### config.mk
export PLATFORM = sky130hd
export DESIGN_NAME = iq_interleaver
export DESIGN_NICKNAME = d
export VERILOG_FILES = /design/src/rtl/iq_ilv_pkg.sv /design/src/rtl/iq_ilv_cfg.sv /design/src/rtl/iq_ilv_fbuf.sv /design/src/rtl/iq_ilv_ser.sv /design/src/rtl/iq_interleaver.sv
export SDC_FILE = /design/constraint.sdc
export NUM_CORES = 1
export LEC_CHECK = 0
export BUFFER_PORTS_ARGS = -buffer_cell sky130_fd_sc_hd__buf_2
export CAP_MARGIN = 20
export CORE_ASPECT_RATIO = 1.75
export CORE_UTILIZATION = 40
export CTS_CLUSTER_SIZE = 40
export DETAILED_ROUTE_END_ITERATION = 12
export PLACE_DENSITY = 0.62
export SLEW_MARGIN = 40
export SYNTH_ARGS = -nofsm -noshare
export SYNTH_HDL_FRONTEND = slang
export SYNTH_HIERARCHICAL = 1
export SYNTH_SLANG_ARGS = --single-unit
### constraint.sdc
create_clock -name clk -period 11.7 [get_ports clk]
set_input_delay 3.51 -clock clk [delete_from_list [all_inputs] [get_ports clk]]
set_output_delay 3.51 -clock clk [all_outputs]
set_load 0.02 [all_outputs]
### src/rtl/iq_ilv_pkg.sv
package iq_ilv_pkg;
   // log2 of the active channel count: 0 -> 1, 1 -> 2, 2 -> 4
   typedef logic [1:0] ncode_t;

   function automatic int ncode_words(ncode_t c);
      return 2 << c;
   endfunction
endpackage

### src/rtl/iq_ilv_cfg.sv
module iq_ilv_cfg
   import iq_ilv_pkg::*;
#(
   parameter int NCH_MAX = 4
) (
   input  logic       clk,
   input  logic       rst_n,
   input  logic       wr,
   input  logic [2:0] val,
   output ncode_t     code
);
   logic   legal;
   ncode_t enc;

   always_comb begin
      legal = 1'b0;
      enc   = 2'd0;
      case (val)
         3'd1: begin legal = 1'b1;          enc = 2'd0; end
         3'd2: begin legal = (NCH_MAX >= 2); enc = 2'd1; end
         3'd4: begin legal = (NCH_MAX >= 4); enc = 2'd2; end
         default: ;
      endcase
   end

   always_ff @(posedge clk) begin
      if (!rst_n)
         code <= 2'd0;
      else if (wr && legal)
         code <= enc;
   end


   cfg_legal_chk: assert property (@(posedge clk) disable iff (!rst_n)
      ncode_words(code) <= 2 * NCH_MAX);


   cfg_hold_chk: assert property (@(posedge clk) disable iff (!rst_n)
      !wr |=> $stable(code));
endmodule

### src/rtl/iq_ilv_fbuf.sv
module iq_ilv_fbuf #(
   parameter int DW     = 130,
   parameter int FRAMES = 2
) (
   input  logic          clk,
   input  logic          rst_n,
   input  logic          push,
   input  logic [DW-1:0] din,
   input  logic          pop,
   output logic [DW-1:0] dout,
   output logic          full,
   output logic          empty
);
   localparam int PTR_W = $clog2(FRAMES);
   localparam int CNT_W = $clog2(FRAMES + 1);

   logic [DW-1:0]    mem [FRAMES];
   logic [PTR_W-1:0] wp, rp;
   logic [CNT_W-1:0] cnt;

   assign full  = (cnt == CNT_W'(FRAMES));
   assign empty = (cnt == '0);
   assign dout  = mem[rp];

   always_ff @(posedge clk) begin
      if (push)
         mem[wp] <= din;
   end

   always_ff @(posedge clk) begin
      if (!rst_n) begin
         wp  <= '0;
         rp  <= '0;
         cnt <= '0;
      end else begin
         if (push) wp <= wp + 1'b1;
         if (pop)  rp <= rp + 1'b1;
         case ({push, pop})
            2'b10:   cnt <= cnt + 1'b1;
            2'b01:   cnt <= cnt - 1'b1;
            default: ;
         endcase
      end
   end


   fbuf_no_overflow_chk: assert property (@(posedge clk) disable iff (!rst_n)
      push |-> !full);


   fbuf_no_underflow_chk: assert property (@(posedge clk) disable iff (!rst_n)
      pop |-> !empty);
endmodule

### src/rtl/iq_ilv_ser.sv
module iq_ilv_ser
   import iq_ilv_pkg::*;
#(
   parameter int W       = 16,
   parameter int NCH_MAX = 4
) (
   input  logic                   clk,
   input  logic                   rst_n,
   input  logic                   avail,
   input  ncode_t                 code,
   input  logic [2*NCH_MAX*W-1:0] frame,
   input  logic                   ready,
   output logic [W-1:0]           data,
   output logic                   valid,
   output logic                   pop
);
   localparam int WPF  = 2 * NCH_MAX;
   localparam int IW   = (WPF > 1) ? $clog2(WPF) : 1;

   logic [W-1:0]  words [WPF];
   logic [IW-1:0] idx;
   logic [IW-1:0] last;

   for (genvar g = 0; g < WPF; g++) begin : g_word
      assign words[g] = frame[g*W +: W];
   end

   assign last  = IW'(ncode_words(code) - 1);
   assign valid = avail;
   assign data  = words[idx];
   assign pop   = valid && ready && (idx == last);

   always_ff @(posedge clk) begin
      if (!rst_n)
         idx <= '0;
      else if (valid && ready)
         idx <= (idx == last) ? '0 : idx + 1'b1;
   end


   ser_hold_chk: assert property (@(posedge clk) disable iff (!rst_n)
      valid && !ready |=> valid && $stable(data));


   ser_frame_start_chk: assert property (@(posedge clk) disable iff (!rst_n)
      !valid |=> idx == '0);


   ser_idx_range_chk: assert property (@(posedge clk) disable iff (!rst_n)
      idx <= last);
endmodule

### src/rtl/iq_interleaver.sv
module iq_interleaver
   import iq_ilv_pkg::*;
#(
   parameter int W       = 16,
   parameter int NCH_MAX = 4,
   parameter int FRAMES  = 2
) (
   input  logic                 clk,
   input  logic                 rst_n,
   input  logic                 cnt_wr,
   input  logic [2:0]           cnt_val,
   input  logic                 smp_valid,
   input  logic [NCH_MAX*W-1:0] smp_i,
   input  logic [NCH_MAX*W-1:0] smp_q,
   output logic [W-1:0]         out_data,
   output logic                 out_valid,
   input  logic                 out_ready,
   output logic                 overrun
);
   localparam int WPF = 2 * NCH_MAX;
   localparam int FW  = WPF * W;
   localparam int DW  = FW + $bits(ncode_t);

   if (NCH_MAX != 1 && NCH_MAX != 2 && NCH_MAX != 4) begin : g_bad_nch
      $error("NCH_MAX must be 1, 2 or 4");
   end
   if (FRAMES < 2 || (FRAMES & (FRAMES - 1)) != 0) begin : g_bad_frames
      $error("FRAMES must be a power of two, at least 2");
   end
   if (W < 2) begin : g_bad_w
      $error("W must be at least 2");
   end

   ncode_t        code_cur, code_head;
   logic [FW-1:0] frame_in, frame_head;
   logic [DW-1:0] buf_out;
   logic          buf_full, buf_empty, push, pop;

   // word 2c is channel c in-phase, word 2c+1 its quadrature
   for (genvar c = 0; c < NCH_MAX; c++) begin : g_pack
      assign frame_in[(2*c)*W   +: W] = smp_i[c*W +: W];
      assign frame_in[(2*c+1)*W +: W] = smp_q[c*W +: W];
   end

   iq_ilv_cfg #(.NCH_MAX(NCH_MAX)) u_cfg (
      .clk   (clk),
      .rst_n (rst_n),
      .wr    (cnt_wr),
      .val   (cnt_val),
      .code  (code_cur)
   );

   assign push = smp_valid && !buf_full;

   iq_ilv_fbuf #(.DW(DW), .FRAMES(FRAMES)) u_fbuf (
      .clk   (clk),
      .rst_n (rst_n),
      .push  (push),
      .din   ({code_cur, frame_in}),
      .pop   (pop),
      .dout  (buf_out),
      .full  (buf_full),
      .empty (buf_empty)
   );

   assign code_head  = buf_out[DW-1 -: $bits(ncode_t)];
   assign frame_head = buf_out[FW-1:0];

   iq_ilv_ser #(.W(W), .NCH_MAX(NCH_MAX)) u_ser (
      .clk   (clk),
      .rst_n (rst_n),
      .avail (!buf_empty),
      .code  (code_head),
      .frame (frame_head),
      .ready (out_ready),
      .data  (out_data),
      .valid (out_valid),
      .pop   (pop)
   );

   always_ff @(posedge clk) begin
      if (!rst_n)
         overrun <= 1'b0;
      else if (smp_valid && buf_full)
         overrun <= 1'b1;
   end


   overrun_sticky_chk: assert property (@(posedge clk) disable iff (!rst_n)
      overrun |=> overrun);


   overrun_cause_chk: assert property (@(posedge clk) disable iff (!rst_n)
      !overrun && !(smp_valid && buf_full) |=> !overrun);


   first_word_chk: assert property (@(posedge clk) disable iff (!rst_n)
      !out_valid && smp_valid |=> out_valid && out_data == $past(smp_i[W-1:0]));
endmodule

-- Word-level counts from Yosys, hierarchy flattened
Memory sizes are Yosys's and may differ from the RTL's. A register that Yosys moved wholly into a read port is not among the register bits.
Index checks and enable logic that the tools add are counted.
Widths: inputs -> output; s select.
- flip-flop bits (word level): 10
- bits in latches: 0
- bits in writable memories: 260
- bits in read-only memories: 0
- memories kept: 1
- memory list (name ; words ; bits a word ; read ports ; clocked after Yosys merged registers in ; wr ports ; line ; source):
    u_fbuf.mem ; 2 ; 130 ; 1 ; 1 ; 1 ; iq_ilv_fbuf.sv:17 ; logic [DW-1:0] mem [FRAMES];
- add/sub/neg operators: 6
- $mul: 0
- div/mod/pow operators: 0
- magnitude comparators: 1
- equal/unequal tests: 7
- shift-type cells: 1
- mux-type cells: 11
- bitwise operators: 1
- reduce and logical (&&, ||, !) cells: 10
- operators with widths (operator ; count):
    $bmux 16 s3 ; 1
    $mux 16 ; 2
    $pmux 2 s2 ; 2
    $logic_and 1x1->1 ; 5
    $mux 1 ; 5
    $eq 2x2->1 const B ; 2
    $ge 4x4->1 const B ; 1
    $not 3->4 ; 1
    $add 3x1->3 const B ; 1
    $eq 3x1->1 const B ; 1
    $eq 3x2->1 const B ; 1
    $eq 3x3->1 ; 1
    $eq 3x3->1 const B ; 1
    $mux 3 ; 1
    $reduce_or 3->1 ; 1
    $shl 2x2->3 const A ; 1
    $sub 3x2->3 const B ; 1
    $add 1x1->1 const B ; 2
    $add 2x1->2 const B ; 1
    $eq 2x1->1 const B ; 1
    $logic_not 1->1 ; 2
    $logic_not 2->1 ; 1
    $reduce_bool 2->1 ; 1
    $sub 2x1->2 const B ; 1

-- Logic depth before layout (Yosys ltp)
- depth in word-level cells: 6
- depth in mapped cells: 8

-- By module
The synthesis kept the hierarchy.
- modules (own cells, without submodules) (module ; instances ; cells each ; area an instance (sq um) ; sequential area each (sq um)):
    iq_ilv_fbuf ; 1 ; 426 ; 9582.9 ; 7907.6
    iq_ilv_ser ; 1 ; 76 ; 1231.2 ; 60.1
    iq_ilv_cfg ; 1 ; 15 ; 108.9 ; 40.0
    iq_interleaver ; 1 ; 5 ; 43.8 ; 20.0

-- Least setup slack after synthesis
No wires, ideal clock.
- path type: in2reg
- from: in smp_valid
- to: mem u_fbuf.mem[0][0], enable pin
- library setup time: 0.625 ns
- arrival: 9.187 ns
- required time: 11.075 ns
- path slack: 1.888 ns
- stages on the path: 3
- cell sequence: and2b_2 -> inv_1 -> nor2_1
- word-level cells in the longest chain between the ends: 3
- ends and longest elaborated chain (what ; line ; source):
    from (decl) ; iq_interleaver.sv:12 ; input logic smp_valid,
    $logic_and 1x1->1 ; iq_interleaver.sv:53 ; assign push = smp_valid && !buf_full;
    $mux 1 ; iq_ilv_fbuf.sv:26 ; if (push)
    $mux 1 (implied by the code) ; iq_ilv_fbuf.sv:27 ; mem[wp] <= din;
    to (decl) ; iq_ilv_fbuf.sv:17 ;
Every way passes these cells.

==> PnR_summary.wiki <==
{| class="wikitable"
! Metric !! Value
|-
| Status || finished, final reports clean
|-
| Setup Slack @ Placement || 5268 ps
|-
| Util after Layout || 48.34%
|-
| Number of clock sinks || 271
|-
| Buffer count from post-CTS setup fixing || 0
|-
| Post-synth cell types || 30
|-
| Overall power || ~2.2 mW
|-
| Final worst path period need || 6918 ps
|-
| Area of the mapped netlist || 10970 um2
|-
| Rows || 79
|-
| Max-slew headroom || between 40% and 50%
|-
| Maximum vdd drop || 0.0001140 V
|-
| Clock transition at path regs || 60 ps
|-
| Part of the total power dissipated in the clock network || 37.5%
|-
| Final Non-Filler Cells || 1068
|-
| Input/output buffers || roughly 150
|-
| Required @ worst endpoint || about 8200 ps
|-
| CP cell instances || buf_6 -> mux2_2 -> mux4_1 -> mux2_2 -> buf_2
|-
| Leading cell type in the layout, fill and taps excluded || edfxtp_1
|-
| Via count of the first global-routing pass || 6028
|-
| Remaining DRCs || 0
|-
| P_sw || 455.1 uW
|-
| Starting DRC count in detailed routing || 306
|-
| Wire length of the first global-routing pass || approximately 33 mm
|-
| Highest Clock Rate || approximately 0.14 GHz
|-
| Overall global routing resource usage || 15.61%
|-
| Post_cts resized || 0
|-
| Placed Instances || roughly 1000
|-
| Commonest cells after routing, fill and taps aside || edfxtp_1, buf_2, mux2_2
|-
| Leak || 4.477 nW
|-
| Power density over the cells || ~170 nW/um2
|-
| Smallest hold slack || 495.9 ps
|-
| Syn_area_per_cell || 21.01 um2
|-
| Standard cell area after detailed placement || ~12000 um2
|-
| H-tree levels || 1
|-
| Setup CP Type || reg -> out
|-
| Finished Cell Area || 12950 um2
|-
| Global route total overflow || 0
|-
| Proportion of power drawn by flip-flops and latches || 53.3%
|-
| Critical path arrival || approximately 3400 ps
|-
| Sequential share of the synthesized area || 73.20%
|-
| Crit share post-route || 59.13%
|-
| Largest net degree at the start of global routing || 85
|-
| Die area || 28110 um2
|-
| Horizontal die dimension || roughly 130 um
|-
| Detailed placement HPWL || 13.88 mm
|-
| Min-delay worst type || reg -> reg
|-
| Internal Power || between 1.5 and 2 mW
|-
| Clock latency on the worst-skew pair || 520 ps
|-
| Number of instances in the synthesized netlist || approximately 520
|-
| Share of total power in combinational logic || about 9%
|-
| Detailed-route vias per instance || 5.017
|-
| Worst Clk Skew || 8.510 ps
|-
| Delay contributed by the slowest stage of the critical path || 740 ps
|-
| Total nets after synthesis || 660
|-
| Area of the core || about 27000 um2
|-
| Layout cell share with drive strength beyond 1 || between 50% and 60%
|-
| Growth of design area from synthesis to finish || 18.08%
|-
| Cell repeated most along the worst path || mux2_2
|-
| Antenna-violating nets left || 0
|-
| Final setup vio count || 0
|-
| Crit path capture type || output port
|-
| Hold-fix buffers, CTS || 0
|-
| Vertical extent of the die || 221.0 um
|-
| Largest fanout on the critical path || 84
|-
| Routability congestion estimate || 0.7356
|-
| YS warnings || 6
|-
| Routed length per instance || between 20 and 25 um
|-
| Net switching share of the total power || 21.03%
|-
| Num CTS Buffers || 24
|-
| TritonCTS clock tree || yes
|-
| Worst Slack Setup Final || 4782 ps
|-
| Register bit total from synthesis || 271
|-
| Root buffer cell || clkbuf_16
|-
| Sum of routed wire length over all layers || 21.38 mm
|-
| Hold violation total from the final report || 0
|-
| Initial Utilization || 40.94%
|-
| Via count || 5358
|-
| Total Negative Setup Slacks || 0 ps
|-
| Max cap viols || 0
|-
| Critical path's slowest cell || dfxtp_4
|-
| Unrepaired setup endpoints after global routing || no
|-
| Tightest Pin Transition || 801.0 ps
|-
| CP Launch Type || flip-flop
|-
| Number of antenna violations at the first check in global routing || 7
|-
| Fin. max-slew vios || 0
|-
| Longest Clk Path Bufs || 3
|-
| Top-level I/O count || 154
|-
| TritonRoute pass-1 iters || 4
|-
| Layout Nets || 822
|}
## worst paths after layout
kind / startpoint / end / slack, ps / depth (start not counted)
setup reg to reg: flip-flop / u_fbuf/cnt[1] / 8700 / 6
hold / removal: overrun / overrun / 500 / 2
setup / recovery: flip-flop / out_data[9] / 4780 / 5
hold reg to reg: overrun / overrun / 500 / 2
## layout make-up
cell class	instances	area (um2)
multi-input cells	223	2765
fillers	2243	13840
diodes	3	7.507
flip-flops and latches	271	8036
clock buffers	28	636.9
inverters	3	11.26
well taps	364	455.4
repair buffers	161	860.8
clock inverters	15	176.4
## worst max-delay path, delay by kind of cell, from the launching register on
| kind | cells | cell delay [ps] |
|---|---|---|
| mux | 3 | 1270 |
| flops | 1 | 740 |
| buf+inv | 2 | 820 |
## logic make-up (layout without fill, tap and decap cells)
family          Yosys count  count (layout)  share of synthesized area (%)
buf+inv                  28             207                          1.677
other cells               0               3                              0
xor+xnor                  6               6                         0.4793
mux                     179             179                          22.48
flops                   271             271                          73.20
simple gates             24              24                          1.209
fa+ha+maj                 2               2                         0.2281
compound gates           12              12                         0.7301
## power groups by stage
stage / Sequential, mW / Combinational [mW] / Clock [mW]
final: 1.15 / 0.199 / 0.811
after global routing: 1.16 / 0.215 / 0.871
after CTS: 1.15 / 0.201 / 0.835
after detailed placement: 1.18 / 0.200 / 0
after global placement: 1.17 / 0.191 / 0
after floorplan: 1.18 / 0.129 / 0
## cells in the mapped netlist
| library cell | instances | area, um2 |
|---|---|---|
| mux4_2 | 8 | 180.2 |
| xnor2_1 | 3 | 26.28 |
| ha_1 | 2 | 25.02 |
| a211oi_2 | 1 | 12.51 |
| a21boi_1 | 1 | 7.510 |
| mux2i_1 | 1 | 10.01 |
| inv_2 | 1 | 3.750 |
| nor2b_1 | 2 | 12.51 |
| and2_1 | 5 | 31.28 |
| and2b_2 | 2 | 17.52 |
| nand3_1 | 2 | 10.01 |
| buf_2 | 6 | 30.03 |
| mux4_1 | 24 | 630.6 |
| a211oi_1 | 2 | 15.01 |
| o21a_1 | 1 | 7.510 |
| buf_6 | 4 | 45.04 |
| a21oi_1 | 3 | 15.01 |
| o22ai_1 | 2 | 12.51 |
| inv_1 | 2 | 7.510 |
| mux2_2 | 146 | 1644 |
| nand2_1 | 5 | 18.77 |
| buf_4 | 11 | 82.58 |
| dfxtp_1 | 11 | 220.2 |
| xor2_1 | 3 | 26.28 |
| nor2_1 | 4 | 15.01 |
| o21ai_0 | 2 | 10.01 |
| clkbuf_1 | 4 | 15.01 |
| edfxtp_1 | 260 | 7807 |
| or3_1 | 2 | 12.51 |
| nor3b_1 | 2 | 15.01 |
## routing by layer
| layer | GRT usage, % | part of all wire [%] | vias up |
|---|---|---|---|
| li1 | - | - | 2456 |
| met3 | 2.756 | 4.6 | 42 |
| met1 | 18.56 | 40 | 2732 |
| met4 | 5.952 | 2.6 | 8 |
| met5 | 0 | 0.24 | - |
| met2 | 27.86 | 53 | 120 |
## registers in the layout, summed over array words and instances, names as in the netlist, named ones only
name	count
overrun	1
u_cfg/code	2
u_fbuf/cnt	2
u_fbuf/mem	260
u_fbuf/rp	1
u_fbuf/wp	1
u_ser/idx	3
(Power assumes the default switching activity.)
